--- src/rtl/rchg_pkg.sv ---
package rchg_pkg;
    localparam int MAN_W  = 5;
    localparam int EXP_W  = 3;
    localparam int PER_W  = 16;
    localparam int GAIN_W = 4;
    localparam int HIST_W = 4;

    typedef struct packed {
        logic              active;
        logic [PER_W-1:0]  period;
        logic [PER_W-1:0]  cnt;
        logic [HIST_W-1:0] hist;
        logic [PER_W-1:0]  peak;
        logic              req;
    } sched_state_t;
endpackage

--- src/rtl/rchg_code2ticks.sv ---
module rchg_code2ticks
    import rchg_pkg::*;
#(
    parameter int MW = MAN_W,
    parameter int EW = EXP_W,
    parameter int PW = PER_W
) (
    input  logic [MW-1:0] man,
    input  logic [EW-1:0] expo,
    output logic [PW-1:0] ticks
);
    localparam int BASE_W = MW + 4;
    logic [BASE_W-1:0] base;
    always_comb begin
        base  = {man, 4'hF};
        ticks = PW'(base) << expo;
    end
endmodule

--- src/rtl/rchg_gain.sv ---
module rchg_gain
    import rchg_pkg::*;
#(
    parameter int PW = PER_W,
    parameter int GW = GAIN_W
) (
    input  logic [PW-1:0] period,
    input  logic [GW-1:0] sh_a,
    input  logic [GW-1:0] sh_b,
    input  logic          grow,
    input  logic [PW-1:0] cap,
    output logic [PW-1:0] next_period
);
    localparam int SW = PW + 1;
    logic [SW-1:0] delta;
    logic [SW-1:0] sum;
    always_comb begin
        delta = SW'(period >> sh_a) + SW'(period >> sh_b);
        sum   = SW'(period) + delta;
        if (grow) begin
            next_period = (sum > SW'(cap)) ? cap : sum[PW-1:0];
        end else if (delta >= SW'(period)) begin
            next_period = PW'(1);
        end else begin
            next_period = period - delta[PW-1:0];
        end
        if (next_period == '0) next_period = PW'(1);
    end
endmodule

--- src/rtl/recharge_sched.sv ---
module recharge_sched
    import rchg_pkg::*;
#(
    parameter int MW = MAN_W,
    parameter int EW = EXP_W,
    parameter int PW = PER_W,
    parameter int GW = GAIN_W,
    parameter int HW = HIST_W
) (
    input  logic          clk,
    input  logic          rst_n,
    input  logic          tick,
    input  logic          pd_mode,
    input  logic          adapt_en,
    input  logic [GW-1:0] gain_a,
    input  logic [GW-1:0] gain_b,
    input  logic [MW-1:0] init_man,
    input  logic [EW-1:0] init_exp,
    input  logic [MW-1:0] cap_man,
    input  logic [EW-1:0] cap_exp,
    input  logic          supply_ok,
    input  logic          peak_clr,
    output logic          rchg_req,
    output logic [HW-1:0] sample_hist,
    output logic [15:0]   peak_safe
);
    localparam logic [MW-1:0] MAN_ALL = '1;
    localparam logic [EW-1:0] EXP_ALL = '1;
    localparam int NCODE = 2;

    sched_state_t s_d, s_q;

    logic [MW-1:0] code_man [NCODE];
    logic [EW-1:0] code_exp [NCODE];
    logic [PW-1:0] code_ticks [NCODE];

    always_comb begin
        code_man[0] = init_man;
        code_exp[0] = init_exp;
        code_man[1] = cap_man;
        code_exp[1] = cap_exp;
    end

    for (genvar gi = 0; gi < NCODE; gi++) begin : g_dec
        rchg_code2ticks #(.MW(MW), .EW(EW), .PW(PW)) dec_i (
            .man  (code_man[gi]),
            .expo (code_exp[gi]),
            .ticks(code_ticks[gi])
        );
    end

    logic [PW-1:0] start_ticks, cap_ticks, start_clamped, adapted;
    logic          sched_off, fire;

    assign start_ticks   = code_ticks[0];
    assign cap_ticks     = code_ticks[1];
    assign start_clamped = (start_ticks > cap_ticks) ? cap_ticks : start_ticks;
    assign sched_off     = (cap_man == MAN_ALL) && (cap_exp == EXP_ALL) && !adapt_en;

    rchg_gain #(.PW(PW), .GW(GW)) gain_i (
        .period     (s_q.period),
        .sh_a       (gain_a),
        .sh_b       (gain_b),
        .grow       (supply_ok),
        .cap        (cap_ticks),
        .next_period(adapted)
    );

    always_comb begin
        s_d     = s_q;
        s_d.req = 1'b0;
        fire    = 1'b0;
        if (!pd_mode) begin
            s_d.active = 1'b0;
            s_d.period = '0;
            s_d.cnt    = '0;
        end else if (!s_q.active) begin
            s_d.active = 1'b1;
            s_d.period = start_clamped;
            s_d.cnt    = start_clamped;
        end else if (tick && !sched_off) begin
            if (s_q.cnt <= PW'(1)) begin
                fire = 1'b1;
            end else begin
                s_d.cnt = s_q.cnt - PW'(1);
            end
        end
        if (fire) begin
            s_d.req  = 1'b1;
            s_d.hist = {s_q.hist[HW-2:0], supply_ok};
            if (supply_ok && (s_q.period > s_q.peak)) s_d.peak = s_q.period;
            s_d.period = adapt_en ? adapted : s_q.period;
            s_d.cnt    = adapt_en ? adapted : s_q.period;
        end
        if (peak_clr) s_d.peak = '0;
    end

    always_ff @(posedge clk or negedge rst_n) begin
        if (!rst_n) s_q <= '0;
        else        s_q <= s_d;
    end

    logic [PW-1:0] cur_period;
    logic          run_active;
    assign cur_period  = s_q.period;
    assign run_active  = s_q.active;
    assign rchg_req    = s_q.req;
    assign sample_hist = s_q.hist;
    assign peak_safe   = 16'(s_q.peak);
endmodule

--- config.mk ---
export PLATFORM = sky130hd
export DESIGN_NAME = recharge_sched
export DESIGN_NICKNAME = d
export VERILOG_FILES = /design/src/rtl/rchg_pkg.sv /design/src/rtl/rchg_code2ticks.sv /design/src/rtl/rchg_gain.sv /design/src/rtl/recharge_sched.sv
export SDC_FILE = /design/constraint.sdc
export NUM_CORES = 1
export LEC_CHECK = 0
export BUFFER_PORTS_ARGS = -buffer_cell sky130_fd_sc_hd__buf_2
export CORE_MARGIN = 5
export CORE_UTILIZATION = 50
export DETAILED_ROUTE_END_ITERATION = 10
export GPL_TIMING_DRIVEN = 0
export PLACE_DENSITY_LB_ADDON = 0.08
export SYNTH_ARGS = -nofsm -noshare
export SYNTH_HDL_FRONTEND = slang
export SYNTH_HIERARCHICAL = 1
export SYNTH_SLANG_ARGS = --single-unit
--- constraint.sdc ---
create_clock -name clk -period 7.4 [get_ports clk]
set_input_delay 0.37 -clock clk [delete_from_list [all_inputs] [get_ports clk]]
set_output_delay 0.37 -clock clk [all_outputs]
set_load 0.01 [all_outputs]
Word level (Yosys, flattened, before mapping)
Index checks and enable logic that the tools add are counted.

Flip-flop bits (word level): 54. Input port bits: 31. Output and inout port bits: 21. Logic and storage cells: 53.

Add/sub/neg operators: 4. $lt $le $gt $ge: 5. Equal/unequal tests: 5. Shifts and indexed selects: 4. Multiplexer cells: 18. Reductions and logical operators: 11.

Operators with widths (number): $mux 16 (12); $mux 53 (1); $shr 16x4->17 (2); $mux 33 (1); $gt 16x16->1 (2); $shl 9x3->16 (2); $add 16x17->17 (1); $add 17x17->17 (1); $ge 17x16->1 (1); $gt 17x16->1 (1); $le 16x1->1 const B (1); $logic_not 16->1 (1); $sub 16x1->16 const B (1); $sub 16x16->16 (1); $eq 5x5->1 const B (1); $logic_and 1x1->1 (4); $mux 1 (4); $ne 4x2->1 const B (1); $ne 4x4->1 const B (1); $reduce_and 2->1 (2); $reduce_bool 2->1 (2); $eq 3x3->1 const B (1); $ne 3x2->1 const B (1); $logic_not 1->1 (2).

Logic depth before layout (Yosys ltp)
Depth after elaboration: 11. Gate-level depth with buffers: 44. Depth with buffers taken out: 39.

Cells and area by module
Netlist, hierarchy kept.

Modules (own cells, without submodules): rchg_gain (times used 1, cells an instance 654, area an instance 4516.8 um2, sequential area each 0.0 um2); recharge_sched (times used 1, cells an instance 491, area an instance 4276.6 um2, sequential area each 1351.3 um2); rchg_code2ticks (times used 2, cells an instance 40, area an instance 266.5 um2, sequential area each 0.0 um2).

Worst setup path after synthesis
Ideal clock, no wire load.

Path kind: input port to flip-flop. Start: in gain_b[0]. End: reg s_q[21] (netlist name). Arrival: 7473 ps. Required time: 7306 ps. Slack: -167 ps. Stages on the path: 42. Cells stage by stage: clkbuf_1 -> clkbuf_1 -> o21ai_0 -> mux2i_1 -> nor2_1 -> a21oi_1 -> a21oi_1 -> ha_1 -> a21o_1 -> a21oi_1 -> o21bai_1 -> a21oi_1 -> nor2b_1 -> o21ai_0 -> a21oi_1 -> o41a_1 -> xnor2_1 -> ha_1 -> [6 not listed] -> a21oi_1 -> xor2_1 -> ha_1 -> nand2_1 -> nor2_1 -> a41oi_1 -> o31ai_1 -> nor2_1 -> clkbuf_1 -> nor2_2 -> buf_2 -> a31o_2 -> nor4_2 -> a41o_1 -> mux2i_1 -> o31ai_1 -> a21oi_1 -> a211oi_1.

Word-level cells in the longest chain between the ends: 10. Elaborated cells on any way between the ends: 13. Those cells by class: add/sub: 3; order compare: 2; shift: 1; mux: 6; reduce/logical: 1.

RTL lines: start: declaration (line recharge_sched.sv:16) `input logic [GW-1:0] gain_b,`; $shr 16x4->17 * (line rchg_gain.sv:18) `delta = SW'(period >> sh_a) + SW'(period >> sh_b);`; $add 17x17->17 * (line rchg_gain.sv:18); $add 16x17->17 (line rchg_gain.sv:19) `sum = SW'(period) + delta;`; $gt 17x16->1 (line rchg_gain.sv:21) `next_period = (sum > SW'(cap)) ? cap : sum[PW-1:0];`; $mux 16 (line rchg_gain.sv:21); $mux 16 * (line rchg_gain.sv:20) `if (grow) begin`; $logic_not 16->1 (line rchg_gain.sv:27) `if (next_period == '0) next_period = PW'(1);`; $mux 16 * (line rchg_gain.sv:27); named net adapted[0] (line recharge_sched.sv:52) `logic [PW-1:0] start_ticks, cap_ticks, start_clamped, adapted;`; $mux 16 * (line recharge_sched.sv:93) `s_d.cnt = adapt_en ? adapted : s_q.period;`; $mux 53 * (line recharge_sched.sv:88) `if (fire) begin`; end signal: assignment (line recharge_sched.sv:99) `if (!rst_n) s_q <= '0;`; end signal: assignment (line recharge_sched.sv:100) `else s_q <= s_d;`; end: declaration (line recharge_sched.sv:31) `sched_state_t s_d, s_q;`.

The timed path passes the listed nets; every way through them passes the cells marked *. The select of a mux whose other input is x is not followed. A chain may end at the register's enable or synchronous reset.

Final worst setup path
Start: reg s_q, in the netlist cur_period[11]. End: reg s_q[21] (netlist name).

Word-level cells in the longest chain between the ends: 10. Elaborated cells on any way between the ends: 14. Those cells by class: add/sub: 3; order compare: 2; shift: 2; mux: 6; reduce/logical: 1.

RTL lines (line): $shr 16x4->17 (rchg_gain.sv:18); $add 17x17->17 (rchg_gain.sv:18); $add 16x17->17 (rchg_gain.sv:19); $gt 17x16->1 (rchg_gain.sv:21); $mux 16 (rchg_gain.sv:21); $mux 16 * (rchg_gain.sv:20); $logic_not 16->1 (rchg_gain.sv:27); $mux 16 * (rchg_gain.sv:27); named net adapted[0] (recharge_sched.sv:52); $mux 16 * (recharge_sched.sv:93); $mux 53 * (recharge_sched.sv:88).

Marked as above.

==> flow_summary.toml <==
[outcome]
status = "complete, but fails checks"
violations = "setup timing"

[timing]
finalHoldViolCount = 0
tightest_slew_ns = 0.958
fin_ws_ns = -0.102
max_freq_mhz = 133
rsz0062_at_grt = "yes"
setup_violations = 1
min_period_ns = 7.50
setup_tns_ns = -0.102
slew_violations = 0
finalClockSkew_ns = 0.00876
finalCritPeriodShare_pct = 101
relSlewSlack_pct = 35.3

[worst_setup_path]
r2r_start = "cur_period[11]$_DFFE_PN0P_"
cpMostUsedCell = "nor2_1"
reg2reg_depth = 38
slowest_stage = "dfrtp_2"
cp-end-kind = "flip-flop"
reg2reg_to = "s_q[21]$_DFFE_PN0P_"
crit_required_ns = 7.61
critPathKind = "flip-flop to flip-flop"
rrSetupSlack_ns = -0.10
slowest_delay_ns = 0.48
start_kind = "flip-flop"
cp_max_fo = 8
cp.arrival_ns = 7.71

[global_route]
grt_max_degree = 55
grtUsageTotal_pct = 28.0
grt_pass1_vias = 9035
antenna_found_initial = 0
grt-ovfl-total = 0
grt_pass1_wl_mm = 48.6

[place]
pre_cts_slack_ns = -1.54
placed_area_um2 = 9860
place_congestion = 0.988
numPortBuffers = 48
hpwl_mm = 23.9

[routing]
drc = 0
drt_iter0_drc = 616
ant_nets = 0
wl_per_cell_um = 20.3
wirelength_mm = 31.9
via_per_inst = 6.16
first_pass_iters = 5
vias = 9673

[clock_tree]
cts_buffer_depth = 2
clk-insertion-delay-late_ns = 0.30
hold_buffers = 0
numCtsBuffers = 5
clkTransAtPathRegs_ns = 0.07
tritoncts = "built"
clock-root-buffer = "clkbuf_16"
cts_max_level = 2
clkSinkCount = 54

[power]
power.leakage_nw = 5.12
irDropWorstVdd_mv = 0.112
p_per_area_nw_per_um2 = 234

[logic_synthesis]
syn_inst = 1225
synth-edff-count = 0
synth_top_area_share_pct = 15.7
avgSynthCellArea_um2 = 7.61
synth_seq_area_share_pct = 14.5
synth.cell_area_um2 = 9330
yosys_warnings = 6
ys_ff_latch = 54
synthTopCellsByArea = "ha_1 16%, dfrtp_1 14%, mux2i_1 6.2%, a21oi_1 4.8%, nor2_1 4.7%"
ys.flop_type = "dfrtp_1"
syn_nets = 1376
synth_cell_types = 86
ys_async_sr_fraction_pct = 100
synth_area_leader_cell = "ha_1"

[floorplan]
die_x_um = 147
initial_core_util_pct = 50.4
die_h_um = 147
num_rows = 50
num_io_pins = 52
core_area_um2 = 18500
die_area_um2 = 21500

[final_layout]
most-common-layout-cells = "114 x nor2_1, 112 x inv_1, 107 x ha_1, 87 x nand2_1, 77 x a21oi_1"
drive_gt1_share_pct = 23.8
fin_util_pct = 59.6
syn_to_final_growth_pct = 18.3
final_common_cell = "nor2_1"
stdcell_area_um2 = 11000
diodes = 0
num-nets-final = 1486
nFillCells = 1740

[run]
max_cap_viol_count = 0

[hold_path]
hold_class = "input pin to async pin"
-- cell families (layout without fill, tap and decap cells) --
| group | Yosys count | after routing | synth area share, % |
|---|---|---|---|
| AO/OA/AOI/OAI | 333 | 333 | 24.6 |
| XOR/XNOR | 51 | 51 | 4.79 |
| adder cells (fa/ha/maj) | 120 | 120 | 16.3 |
| buffers and inverters | 197 | 308 | 9.38 |
| flip-flops | 54 | 54 | 14.5 |
| multiplexers | 88 | 88 | 10.5 |
| AND/OR/NAND/NOR | 382 | 382 | 20.0 |
-- worst max path at each step --
stage                                     startpoint                   to
after global routing       cur_period[9]$_DFFE_PN0P_  s_q[21]$_DFFE_PN0P_
after detailed placement                   gain_b[0]  s_q[21]$_DFFE_PN0P_
after CTS                  cur_period[4]$_DFFE_PN0P_  s_q[21]$_DFFE_PN0P_
after global placement                     gain_b[0]  s_q[21]$_DFFE_PN0P_
after floorplan                            gain_a[0]  s_q[21]$_DFFE_PN0P_
final                     cur_period[11]$_DFFE_PN0P_  s_q[21]$_DFFE_PN0P_
-- sequential cells by signal, indices dropped and copies added, names as in the netlist --
signal and count:
cur_period 16, peak_safe 16, s_q 16, sample_hist 4, rchg_req 1, run_active 1
-- what timing repair did --
item,4_1_cts,5_1_grt
gates cloned,1,0
endpoints found under the setup margin,32,31
setup buffers,38,20
resized for setup,87,58
pin swaps,40,43
hold endpoints to repair,0,0
-- critical path: cells and delay by family (launching register included) --
kind / cells / cell delay [ns]
flops: 1 / 0.48
mux: 2 / 0.30
buf+inv: 3 / 0.54
simple gates: 11 / 1.68
compound gates: 16 / 2.89
fa+ha+maj: 4 / 1.20
xor+xnor: 2 / 0.33
-- through the flow --
step | std cells | hold WS [ns] | power [mW]
final | 1570 | 0.127 | 2.58
after global routing | 1570 | 0.194 | 2.76
after CTS | 1552 | 0.184 | 2.43
after detailed placement | 1507 | 0.492 | 1.93
after global placement | 1507 | 0.492 | 1.93
after floorplan | 1225 | 0.0744 | 1.50
-- cell type report --
type | count | area [µm²] | area share, %
Timing Repair Buffer | 105 | 676 | 6.12
Multi-Input combinational cell | 974 | 7630 | 69.2
Inverter | 118 | 448 | 4.06
Sequential cell | 54 | 1370 | 12.5
Clock buffer | 7 | 143 | 1.29
Clock inverter | 1 | 5.00 | 0.0454
Tap cell | 234 | 293 | 2.65
Buffer | 77 | 463 | 4.20
-- report_power, final --
group          total, mW  switching (mW)  internal, mW
registers          0.386          0.0631         0.323
clock network      0.249           0.114         0.135
logic               1.94            1.11         0.833
total               2.58            1.29          1.29
-- routing by layer --
| layer | global-route usage [%] | part of all wire [%] | up-vias | wire (µm) |
|---|---|---|---|---|
| met1 | 36.7 | 43 | 4633 | 13600 |
| li1 | - | - | 4637 | - |
| met3 | 3.13 | 5.4 | 69 | 1710 |
| met5 | 0 | 0 | - | 0 |
| met2 | 47.7 | 48 | 334 | 15300 |
| met4 | 10.4 | 4.2 | 0 | 1330 |
-- cell usage after synthesis, drive strengths merged (4+ instances only) --
library cell  count
nand2            91
a211oi           32
xnor2            35
xor2             16
o41ai             4
o21a              5
nand4            11
clkbuf           39
inv             117
ha              117
and3              6
a2111oi           4
o31ai             7
dfrtp            54
a21o             18
or3              11
nor2b            18
o211ai           11
nand3            22
o22ai            16
nor2            117
buf              40
a21oi            92
mux2             26
o2111ai           5
o32ai            12
nor4             12
mux4              4
a221oi            8
nor3             47
a31oi             6
o21ai            56
nand2b           10
o221ai           15
nor3b             7
mux2i            58
or2              15
o21bai           14
(Power assumes the default switching activity.)
